File: config.mk
export PLATFORM = sky130hd
export DESIGN_NAME = integ_cycle_seq
export DESIGN_NICKNAME = d
export VERILOG_FILES = /design/src/rtl/icq_pkg.sv /design/src/rtl/icq_sync_edge.sv /design/src/rtl/icq_chan_acc.sv /design/src/rtl/icq_cycle_ctrl.sv /design/src/rtl/icq_result_buf.sv /design/src/rtl/integ_cycle_seq.sv
export SDC_FILE = /design/constraint.sdc
export NUM_CORES = 1
export LEC_CHECK = 0
export ABC_AREA = 1
export CORE_MARGIN = 2
export CORE_UTILIZATION = 30
export DETAILED_ROUTE_END_ITERATION = 10
export GPL_ROUTABILITY_DRIVEN = 0
export PLACE_DENSITY = 0.5
export SYNTH_ARGS = -nofsm -noshare
export SYNTH_HDL_FRONTEND = slang
export SYNTH_SLANG_ARGS = --single-unit
File: constraint.sdc
create_clock -name clk -period 2.53 [get_ports clk]
set_input_delay 0.506 -clock clk [delete_from_list [all_inputs] [get_ports clk]]
set_output_delay 0.506 -clock clk [all_outputs]
set_load 0.02 [all_outputs]
File: src/rtl/icq_pkg.sv
// Shared definitions for the integrating cycle sequencer.
// Assumes the mode code is driven by a static configuration field.
package icq_pkg;

    typedef enum logic [1:0] {
        MODE_FREE   = 2'd0,
        MODE_SINGLE = 2'd1,
        MODE_GATED  = 2'd2,
        MODE_PULSE  = 2'd3
    } cyc_mode_e;

    // Window length in ticks for a length code; 0 marks the reserved code.
    function automatic int ticks_for(input logic [1:0] code);
        case (code)
            2'd0:    return 12;
            2'd1:    return 100;
            2'd2:    return 400;
            default: return 0;
        endcase
    endfunction

endpackage

File: src/rtl/icq_sync_edge.sv
// Two-flop synchronizer followed by a rising-edge detector.
// Assumes the input is asynchronous and each level lasts at least two clocks.
module icq_sync_edge (
    input  logic clk,
    input  logic rst_n,
    input  logic d_async,
    output logic rise
);
    logic s1, s2, s3;

    // Resynchronize the input and keep one delayed copy for edge detection.
    always_ff @(posedge clk) begin
        if (!rst_n) begin
            s1 <= 1'b0;
            s2 <= 1'b0;
            s3 <= 1'b0;
        end else begin
            s1 <= d_async;
            s2 <= s1;
            s3 <= s2;
        end
    end

    assign rise = s2 & ~s3;
endmodule

File: src/rtl/icq_chan_acc.sv
// One channel accumulator: it counts enable bits while the window is open
// and saturates at all ones.
// A clear pulse restarts it with the current bit.
// Assumes clr is only asserted while the window is open.
module icq_chan_acc #(
    parameter int W = 16
) (
    input  logic         clk,
    input  logic         rst_n,
    input  logic         clr,
    input  logic         integ,
    input  logic         inc,
    output logic [W-1:0] acc
);
    // Restart on clear; otherwise add the enable bit unless already full.
    always_ff @(posedge clk) begin
        if (!rst_n)
            acc <= '0;
        else if (clr)
            acc <= {{(W-1){1'b0}}, inc};
        else if (integ && inc && (acc != {W{1'b1}}))
            acc <= acc + 1'b1;
    end
endmodule

File: src/rtl/icq_cycle_ctrl.sv
// Window controller: it decides when the shared integration window opens and
// closes for each mode.
// It emits a clear pulse at each start and a done pulse at each end.
// Assumes the mode and length fields stay static while a window is open.
module icq_cycle_ctrl
    import icq_pkg::*;
#(
    parameter int PRESCALE = 2,
    parameter int PCW      = 4
) (
    input  logic           clk,
    input  logic           rst_n,
    input  logic [1:0]     mode,
    input  logic [1:0]     len_sel,
    input  logic           adc_en,
    input  logic           sync_rise,
    input  logic [PCW-1:0] pulse_cnt,
    output logic           integ,
    output logic           clr,
    output logic           done
);
    localparam int MAXLEN = 400 * PRESCALE;
    localparam int CNT_W  = $clog2(MAXLEN + 1);

    cyc_mode_e      m;
    logic [CNT_W-1:0] cnt, limit;
    logic [PCW-1:0]   edges, npulse;
    logic             len_ok, start_req, end_req;

    assign m      = cyc_mode_e'(mode);
    assign len_ok = (len_sel != 2'd3);
    assign limit  = CNT_W'(ticks_for(len_sel) * PRESCALE);
    assign npulse = (pulse_cnt == '0) ? PCW'(1) : pulse_cnt;

    // Start and end conditions for the selected mode.
    always_comb begin
        case (m)
            MODE_FREE: begin
                start_req = len_ok;
                end_req   = !len_ok || (cnt >= limit - CNT_W'(1));
            end
            MODE_SINGLE: begin
                start_req = len_ok && sync_rise;
                end_req   = !len_ok || (cnt >= limit - CNT_W'(1));
            end
            MODE_GATED: begin
                start_req = adc_en;
                end_req   = !adc_en;
            end
            default: begin
                start_req = sync_rise;
                end_req   = sync_rise &&
                            ({1'b0, edges} + 1'b1 >= {1'b0, npulse});
            end
        endcase
    end

    // Window state, clock counter and sync edge counter.
    always_ff @(posedge clk) begin
        if (!rst_n) begin
            integ <= 1'b0;
            clr   <= 1'b0;
            done  <= 1'b0;
            cnt   <= '0;
            edges <= '0;
        end else begin
            clr  <= 1'b0;
            done <= 1'b0;
            if (!integ) begin
                if (start_req) begin
                    integ <= 1'b1;
                    clr   <= 1'b1;
                    cnt   <= '0;
                    edges <= '0;
                end
            end else if (end_req) begin
                done  <= 1'b1;
                cnt   <= '0;
                edges <= '0;
                if (m == MODE_FREE && len_ok)
                    clr <= 1'b1;
                else
                    integ <= 1'b0;
            end else begin
                cnt <= cnt + 1'b1;
                if (sync_rise)
                    edges <= edges + 1'b1;
            end
        end
    end
endmodule

File: src/rtl/icq_result_buf.sv
// Double-buffered result store.
// The done pulse latches every accumulator into a staging buffer. Staging
// then moves to the readable registers as one transfer on a clock with no
// read strobe.
// Assumes done is a single-clock pulse.
module icq_result_buf #(
    parameter int NCH = 4,
    parameter int W   = 16
) (
    input  logic             clk,
    input  logic             rst_n,
    input  logic             done,
    input  logic [NCH*W-1:0] acc_flat,
    input  logic             rd_strobe,
    output logic [NCH*W-1:0] data_out,
    output logic             valid
);
    logic [NCH*W-1:0] stage;
    logic             pend;

    // Stage on done; publish when no read is in progress; clear valid on read.
    always_ff @(posedge clk) begin
        if (!rst_n) begin
            stage    <= '0;
            pend     <= 1'b0;
            data_out <= '0;
            valid    <= 1'b0;
        end else begin
            if (pend && !rd_strobe) begin
                data_out <= stage;
                valid    <= 1'b1;
                pend     <= 1'b0;
            end else if (rd_strobe) begin
                valid <= 1'b0;
            end
            if (done) begin
                stage <= acc_flat;
                pend  <= 1'b1;
            end
        end
    end
endmodule

File: src/rtl/integ_cycle_seq.sv
// Top of the integrating cycle sequencer: one window controller, one sync
// edge detector, NCH channel accumulators and the double-buffered result
// store.
// Assumes count-enable bits are synchronous to clk.
module integ_cycle_seq #(
    parameter int NCH      = 4,
    parameter int W        = 16,
    parameter int PRESCALE = 2,
    parameter int PCW      = 4
) (
    input  logic             clk,
    input  logic             rst_n,
    input  logic [1:0]       mode,
    input  logic [1:0]       len_sel,
    input  logic             adc_en,
    input  logic             sync_in,
    input  logic [PCW-1:0]   pulse_cnt,
    input  logic [NCH-1:0]   ch_inc,
    input  logic             rd_strobe,
    output logic [NCH*W-1:0] data_out,
    output logic             valid,
    output logic             busy
);
    logic             sync_rise, integ, clr, done;
    logic [NCH*W-1:0] acc_flat;

    icq_sync_edge u_sync (
        .clk(clk), .rst_n(rst_n), .d_async(sync_in), .rise(sync_rise)
    );

    icq_cycle_ctrl #(.PRESCALE(PRESCALE), .PCW(PCW)) u_ctrl (
        .clk(clk), .rst_n(rst_n), .mode(mode), .len_sel(len_sel),
        .adc_en(adc_en), .sync_rise(sync_rise), .pulse_cnt(pulse_cnt),
        .integ(integ), .clr(clr), .done(done)
    );

    for (genvar i = 0; i < NCH; i++) begin : g_ch
        icq_chan_acc #(.W(W)) u_acc (
            .clk(clk), .rst_n(rst_n), .clr(clr), .integ(integ),
            .inc(ch_inc[i]), .acc(acc_flat[i*W +: W])
        );
    end

    icq_result_buf #(.NCH(NCH), .W(W)) u_buf (
        .clk(clk), .rst_n(rst_n), .done(done), .acc_flat(acc_flat),
        .rd_strobe(rd_strobe), .data_out(data_out), .valid(valid)
    );

    assign busy = integ;
endmodule

Yosys cells after proc, flatten, opt, wreduce, memory -nomap -nowiden
Index checks and enable logic that the tools add are counted.

Add/subtract/negate cells: 8. Multiply operators: 0. Divide/modulo/power cells: 0. $lt $le $gt $ge: 2. Equal/unequal tests: 10. Shift-type cells: 0. Muxes and demuxes: 30. Bitwise gates (word level): 3. Reductions and logical operators: 30.

Operators with widths (count): $add A16 B1 Y16 const B (4); $ne A16 B16 Y1 const B (4); $mux W10 (3); $pmux W9 S3 (1); $mux W4 (5); $mux W1 (19); $reduce_bool A2 Y1 (7); $logic_and A1 B1 Y1 (12); $add A10 B1 Y10 const B (1); $ge A10 B10 Y1 (1); $sub A10 B1 Y10 const B (1); $add A4 B1 Y5 const B (1); $ge A5 B4 Y1 (1); $add A4 B1 Y4 const B (1); $eq A2 B1 Y1 const B (2); $eq A2 B2 Y1 const B (2); $logic_not A2 Y1 (2); $logic_not A4 Y1 (1); $reduce_and A2 Y1 (2); $reduce_or A2 Y1 (2); $logic_not A1 Y1 (3); $ne A3 B2 Y1 const B (1); $pmux W1 S3 (1); $ne A2 B2 Y1 const B (1); other kinds (4) (5).

Register bits: 214. Latch bits: 0. RAM bits: 0. Memory bits (read-only): 0. Input bits: 17. Output and inout bits: 66. Memories kept: 0.

Longest topological paths before layout
Gate-level depths: netlist of the first run.

Depth after elaboration: 8. Gate-level depth with buffers: 16. Depth with buffers taken out: 16.

Cells and area by module
A second synthesis of the first run with hierarchy kept.

Cells, all modules: 1502. Area, all modules: 10104.7 µm².

By module, submodules not included: icq_result_buf (times used 1, cells each 698, area an instance 4941.0 µm²); icq_chan_acc (times used 4, cells each 150, area an instance 950.9 µm²); icq_cycle_ctrl (times used 1, cells each 193, area an instance 1267.5 µm²); icq_sync_edge (times used 1, cells each 11, area an instance 92.6 µm²).

Worst setup path after synthesis of the first run
No wires, ideal clock.

Path type: flip-flop to flip-flop. Start point: reg u_ctrl.edges[0]. End point: reg u_ctrl.cnt[9]. Setup time: 0.065 ns. Arrival: 1.888 ns. Required time: 2.465 ns. Setup slack: 0.577 ns. Stages on the path, launching flop included: 14. Buffers on the path: 0. Period minus slack after synthesis: 1.953 ns. Cell sequence: dfxtp_1 -> ha_1 -> xor2_1 -> ha_1 -> nand2_1 -> nand2_1 -> nand3_1 -> nand4_1 -> nand2_2 -> inv_2 -> nor2_2 -> nand2_1 -> o21a_1 -> nor2_1.

Word-level cells in the longest chain between the ends: 6.

RTL lines: start, declared (RTL line icq_cycle_ctrl.sv:27) `logic [PCW-1:0] edges, npulse;`; start signal, assigned (RTL line icq_cycle_ctrl.sv:87) `edges <= edges + 1'b1;`; $add A4 B1 Y5 (RTL line icq_cycle_ctrl.sv:53) `({1'b0, edges} + 1'b1 >= {1'b0, npulse});`; $ge A5 B4 Y1 (RTL line icq_cycle_ctrl.sv:53); $logic_and A1 B1 Y1 (RTL line icq_cycle_ctrl.sv:52) `end_req = sync_rise &&`; $pmux W1 S2 (RTL line icq_cycle_ctrl.sv:37) `case (m)`; $mux W10 (RTL line icq_cycle_ctrl.sv:76) `end else if (end_req) begin`; $mux W10 (RTL line icq_cycle_ctrl.sv:69) `if (!integ) begin`; end signal, assigned (RTL line icq_cycle_ctrl.sv:85) `cnt <= cnt + 1'b1;`; end, declared (RTL line icq_cycle_ctrl.sv:26) `logic [CNT_W-1:0] cnt, limit;`.

No other way between the ends. A chain may end at the register's enable or synchronous reset.

Worst setup path in the final report of the first run
Start point: reg u_ctrl.integ. End point: out busy.

RTL lines: start, declared (RTL line icq_cycle_ctrl.sv:18) `output logic integ,`; start signal, assigned (RTL line icq_cycle_ctrl.sv:61) `integ <= 1'b0;`; start signal, assigned (RTL line icq_cycle_ctrl.sv:71) `integ <= 1'b1;`; start signal, assigned (RTL line icq_cycle_ctrl.sv:83) `integ <= 1'b0;`; end, declared (RTL line integ_cycle_seq.sv:22) `output logic busy`.

No word-level cell between the ends.

==> results.txt, run 1 <==
- Of the available clock period, the critical path in the final layout requires 89.6%.
- Final std cell area, no fill: 0.0111 mm2
- Count of max-cap constraint violations: 0
* Critical Path End Type: output port
* Worst path buffer plus inverter count: 1
- Number of top-level pins: 83
- Setup repair after global routing missed its margin: no
- Part of the power in registers: approximately 46%
- Cell taking the most area after synthesis: sky130_fd_sc_hd__dfxtp_1
- At the placement stage, the worst setup path has a slack of -0.124 ns.
- The clock arrives with 0.0101 ns of skew.
- The final number of max-transition violations is 0.
- The mapped netlist covers 0.00898 mm2.
- CTS built an H-tree with a depth of 1.
- First-pass GRT wire length: 36600 um
* Aggregate global-route resource usage: 14.0%
- For this run, the slowest stage of the critical path takes 0.70 ns.
- The filler cells instantiated in the layout total ~3100.
- For this run, the number of Yosys warnings is 0.
* Total number of vias: 7706
* Class of the tightest hold or removal check: flop to flop
- Post-layout worst setup margin: 0.263 ns
* Cell chosen for the clock root: sky130_fd_sc_hd__clkbuf_16
- Fraction of power spent switching nets: 22.6%
- Sequential cells were found to cover around 48% of the synthesized design area.
- Of the cells placed in the final design, the portion with a size suffix greater than 1 is 7.18%.
* Die height: 177 um
* Setup_tns: 0 ns
- The initial utilization of the core area, before any placement, comes to a little under a third.
* Final setup fails: 0
- Top cell type's share of synthesized area: 47.7%
- Slowest CP cell: sky130_fd_sc_hd__clkdlybuf4s50_1
* Syn_nets: 1242
- After global routing the overflow that remains totals 0.
* Standby leakage power: roughly 4.4 nW
- Initial drt markers: 350
* Peak supply drop: 0.430 mV
- Combinational fraction of design power: 5.7%
- The count of nets left with antenna violations once routing finished came out at 0.
- Net count of the finished layout: 1312
* Syn-to-layout area delta: 23.3%
- The count of endpoints failing hold in the final timing report came to 0.
- The wire-length estimate of the detail-placed layout is 14500 um.
- Net switching power: 1.73 mW
- Area post-placement: 0.0102 mm2
* Slew Limit Headroom: 50.6%
* Clock tree from TritonCTS: yes
- TritonCTS created 25 clock buffers.
* Post-synthesis instance total: 1208
* Clock sink count: 214
- Maximum clock frequency: 441 MHz
- Type of the setup path with the least slack: flop to output port
- STA puts the critical path data required time at 2.02 ns.
- Num rows: 63
- CP top delay family: buffers and inverters
- Mapped Avg Cell Area: 7.43 um2
- Total power per unit cell area: 690 mW/mm2
- In this run the worst path has a maximum fanout of 6.
- Synthesis instantiated 42 different standard cells from the library.
- The clock network burns about half of the power.
- The top cell types in the final layout, fill and taps aside, are 212 x sky130_fd_sc_hd__dfxtp_1, 205 x sky130_fd_sc_hd__nor2_1, 167 x sky130_fd_sc_hd__o21ai_0.
- Number of antenna violations at the first check in global routing: 0
- Dividing the detail-routed wire length by the instance count gives about 13 um.
- DIE AREA: 0.0313 mm2
- The signal on the critical path passes through clkdlybuf4s50_1.
* Largest buffer count on any clock path: 3
- The number of antenna diodes in the final layout is 0.
* Buffers added on ports: 82
- In the routed layout, each cell is associated on average with a via count of around 4.6.
- Top area cells in the synthesized netlist: sky130_fd_sc_hd__dfxtp_1 48%, sky130_fd_sc_hd__o21ai_0 9.3%, sky130_fd_sc_hd__nor2_1 8.7%
* Pin count of the biggest net entering global routing: 142
- Outcome: finished clean
- The routed design could run at a clock period as short as 2.27 ns.
* Crit start category: flop
- After clock tree synthesis, the clock-pin slew on the worst setup and hold paths is 0.06 ns.
- Number of detailed-routing iterations run before antenna repair: 5
* Total wire length after detailed routing: about 22000 um
- Leaving out fill and tap cells, the most frequent cell in the layout is sky130_fd_sc_hd__dfxtp_1.
* Via count of the first global-routing pass: ~7400
- Post-detailed-route DRC marker count: 0
* Later-pin clock latency in the skew report: 0.51 ns
* Slew @ Worst Pin: 0.740 ns
- Power Internal: just under 6 mW
- Data arrival time of the critical path: 1.76 ns
* Flip-flop and latch count after synthesis: 214
- Die span in x: 177 um
- Core area: 0.0296 mm2
## cells in the mapped netlist (all sizes together)
library cell  count
dfxtp           214
nor2            212
o21ai           169
nand2           154
inv             125
a21oi           115
nand3            48
clkbuf           42
nor3             34
ha               17
xor2             17
nand4            15
buf              13
nor4              7
o211ai            5
o21a              5
nor3b             3
a211oi            2
a31oi             2
clkinv            2
nand3b            2
a31o              1
and3              1
o31ai             1
or2               1
xnor2             1
## metrics by stage
| step | util (%) | instances | hold WS, ns | power, mW |
|---|---|---|---|---|
| 6_report | 37.5 | 1686 | 0.414 | 7.64 |
| 5_1_grt | 37.5 | 1686 | 0.453 | 7.98 |
| 4_1_cts | 37.5 | 1686 | 0.415 | 7.76 |
| 3_5_place_dp | 34.5 | 1641 | 0.399 | 4.00 |
| 3_3_place_gp | 34.5 | 1641 | 0.403 | 4.00 |
| 2_1_floorplan | - | 1208 | 0.390 | 3.85 |
## routing by layer
metal  routed length [um]  global-route usage, %  up-vias
met2                 9320                   22.2      108
met4                  289                   2.96        0
met1                11000                   19.7     3470
met5                    0                      0        -
met3                  985                   2.53       23
li1                     -                      -     4105
## power by group through the flow
stage / sequential, mW / clock, mW / combinational (mW)
finish: 3.49 / 3.72 / 0.435
floorplan: 3.56 / 0 / 0.281
global placement: 3.57 / 0 / 0.435
detailed placement: 3.56 / 0 / 0.440
CTS: 3.49 / 3.83 / 0.442
global route: 3.50 / 3.98 / 0.497
## logic make-up after synthesis
logic type / after synthesis / synth area share (%)
xor+xnor: 18 / 1.76
compound gates: 300 / 17.3
simple gates: 477 / 22.9
fa+ha+maj: 17 / 2.37
flops: 214 / 47.7
buf+inv: 182 / 7.98
## cell type report
| type | instances | area [um2] | area share, % |
|---|---|---|---|
| Timing Repair Buffer | 98 | 963 | 8.70 |
| Sequential cell | 214 | 4290 | 38.7 |
| Inverter | 127 | 479 | 4.33 |
| Multi-Input combinational cell | 812 | 3990 | 36.0 |
| Tap cell | 390 | 488 | 4.41 |
| Clock inverter | 12 | 141 | 1.28 |
| Clock buffer | 33 | 726 | 6.55 |
## worst paths after layout
kind / startpoint / end / slack [ns] / depth (start not counted)
worst max register to register: u_ctrl.edges[0] / u_ctrl.cnt[9] / 0.36 / 13
worst min register to register: u_sync.s1 / u_sync.s2 / 0.41 / 2
worst max-delay path: u_ctrl.integ / busy / 0.26 / 1
worst min-delay path: u_sync.s1 / u_sync.s2 / 0.41 / 2
## flip-flops by register name (all words and copies together) (netlist names)
name            cells
u_sync.s2           1
u_ctrl.clr          1
g_ch.u_acc.acc     64
u_ctrl.integ        1
u_ctrl.cnt         10
u_sync.s1           1
u_buf.data_out     64
u_buf.stage        64
u_buf.pend          1
u_buf.valid         1
u_ctrl.edges        4
u_sync.s3           1
u_ctrl.done         1
## repair_timing
item,CTS,global route
endpoints found under the setup margin,0,4
hold buffers,0,0
endpoints found under the hold margin,0,0
setup buffers,0,0
gates resized for setup,0,1
(Power assumes the default switching activity.)
==> inputs of run 2 (changes only) <==
--- a/config.mk
+++ b/config.mk
@@ -14,3 +14,4 @@
 export SYNTH_ARGS = -nofsm -noshare
 export SYNTH_HDL_FRONTEND = slang
 export SYNTH_SLANG_ARGS = --single-unit
+export TNS_END_PERCENT = 1
==> results of run 2 <==
No change in the layout: final DEF, timing and power equal those of run 1.
==> inputs of run 3 (changes only) <==
--- a/config.mk
+++ b/config.mk
@@ -14,4 +14,4 @@
 export SYNTH_ARGS = -nofsm -noshare
 export SYNTH_HDL_FRONTEND = slang
 export SYNTH_SLANG_ARGS = --single-unit
-export TNS_END_PERCENT = 1
+export TNS_END_PERCENT = 10
==> results of run 3 <==
No change in the layout: final DEF, timing and power equal those of run 1.
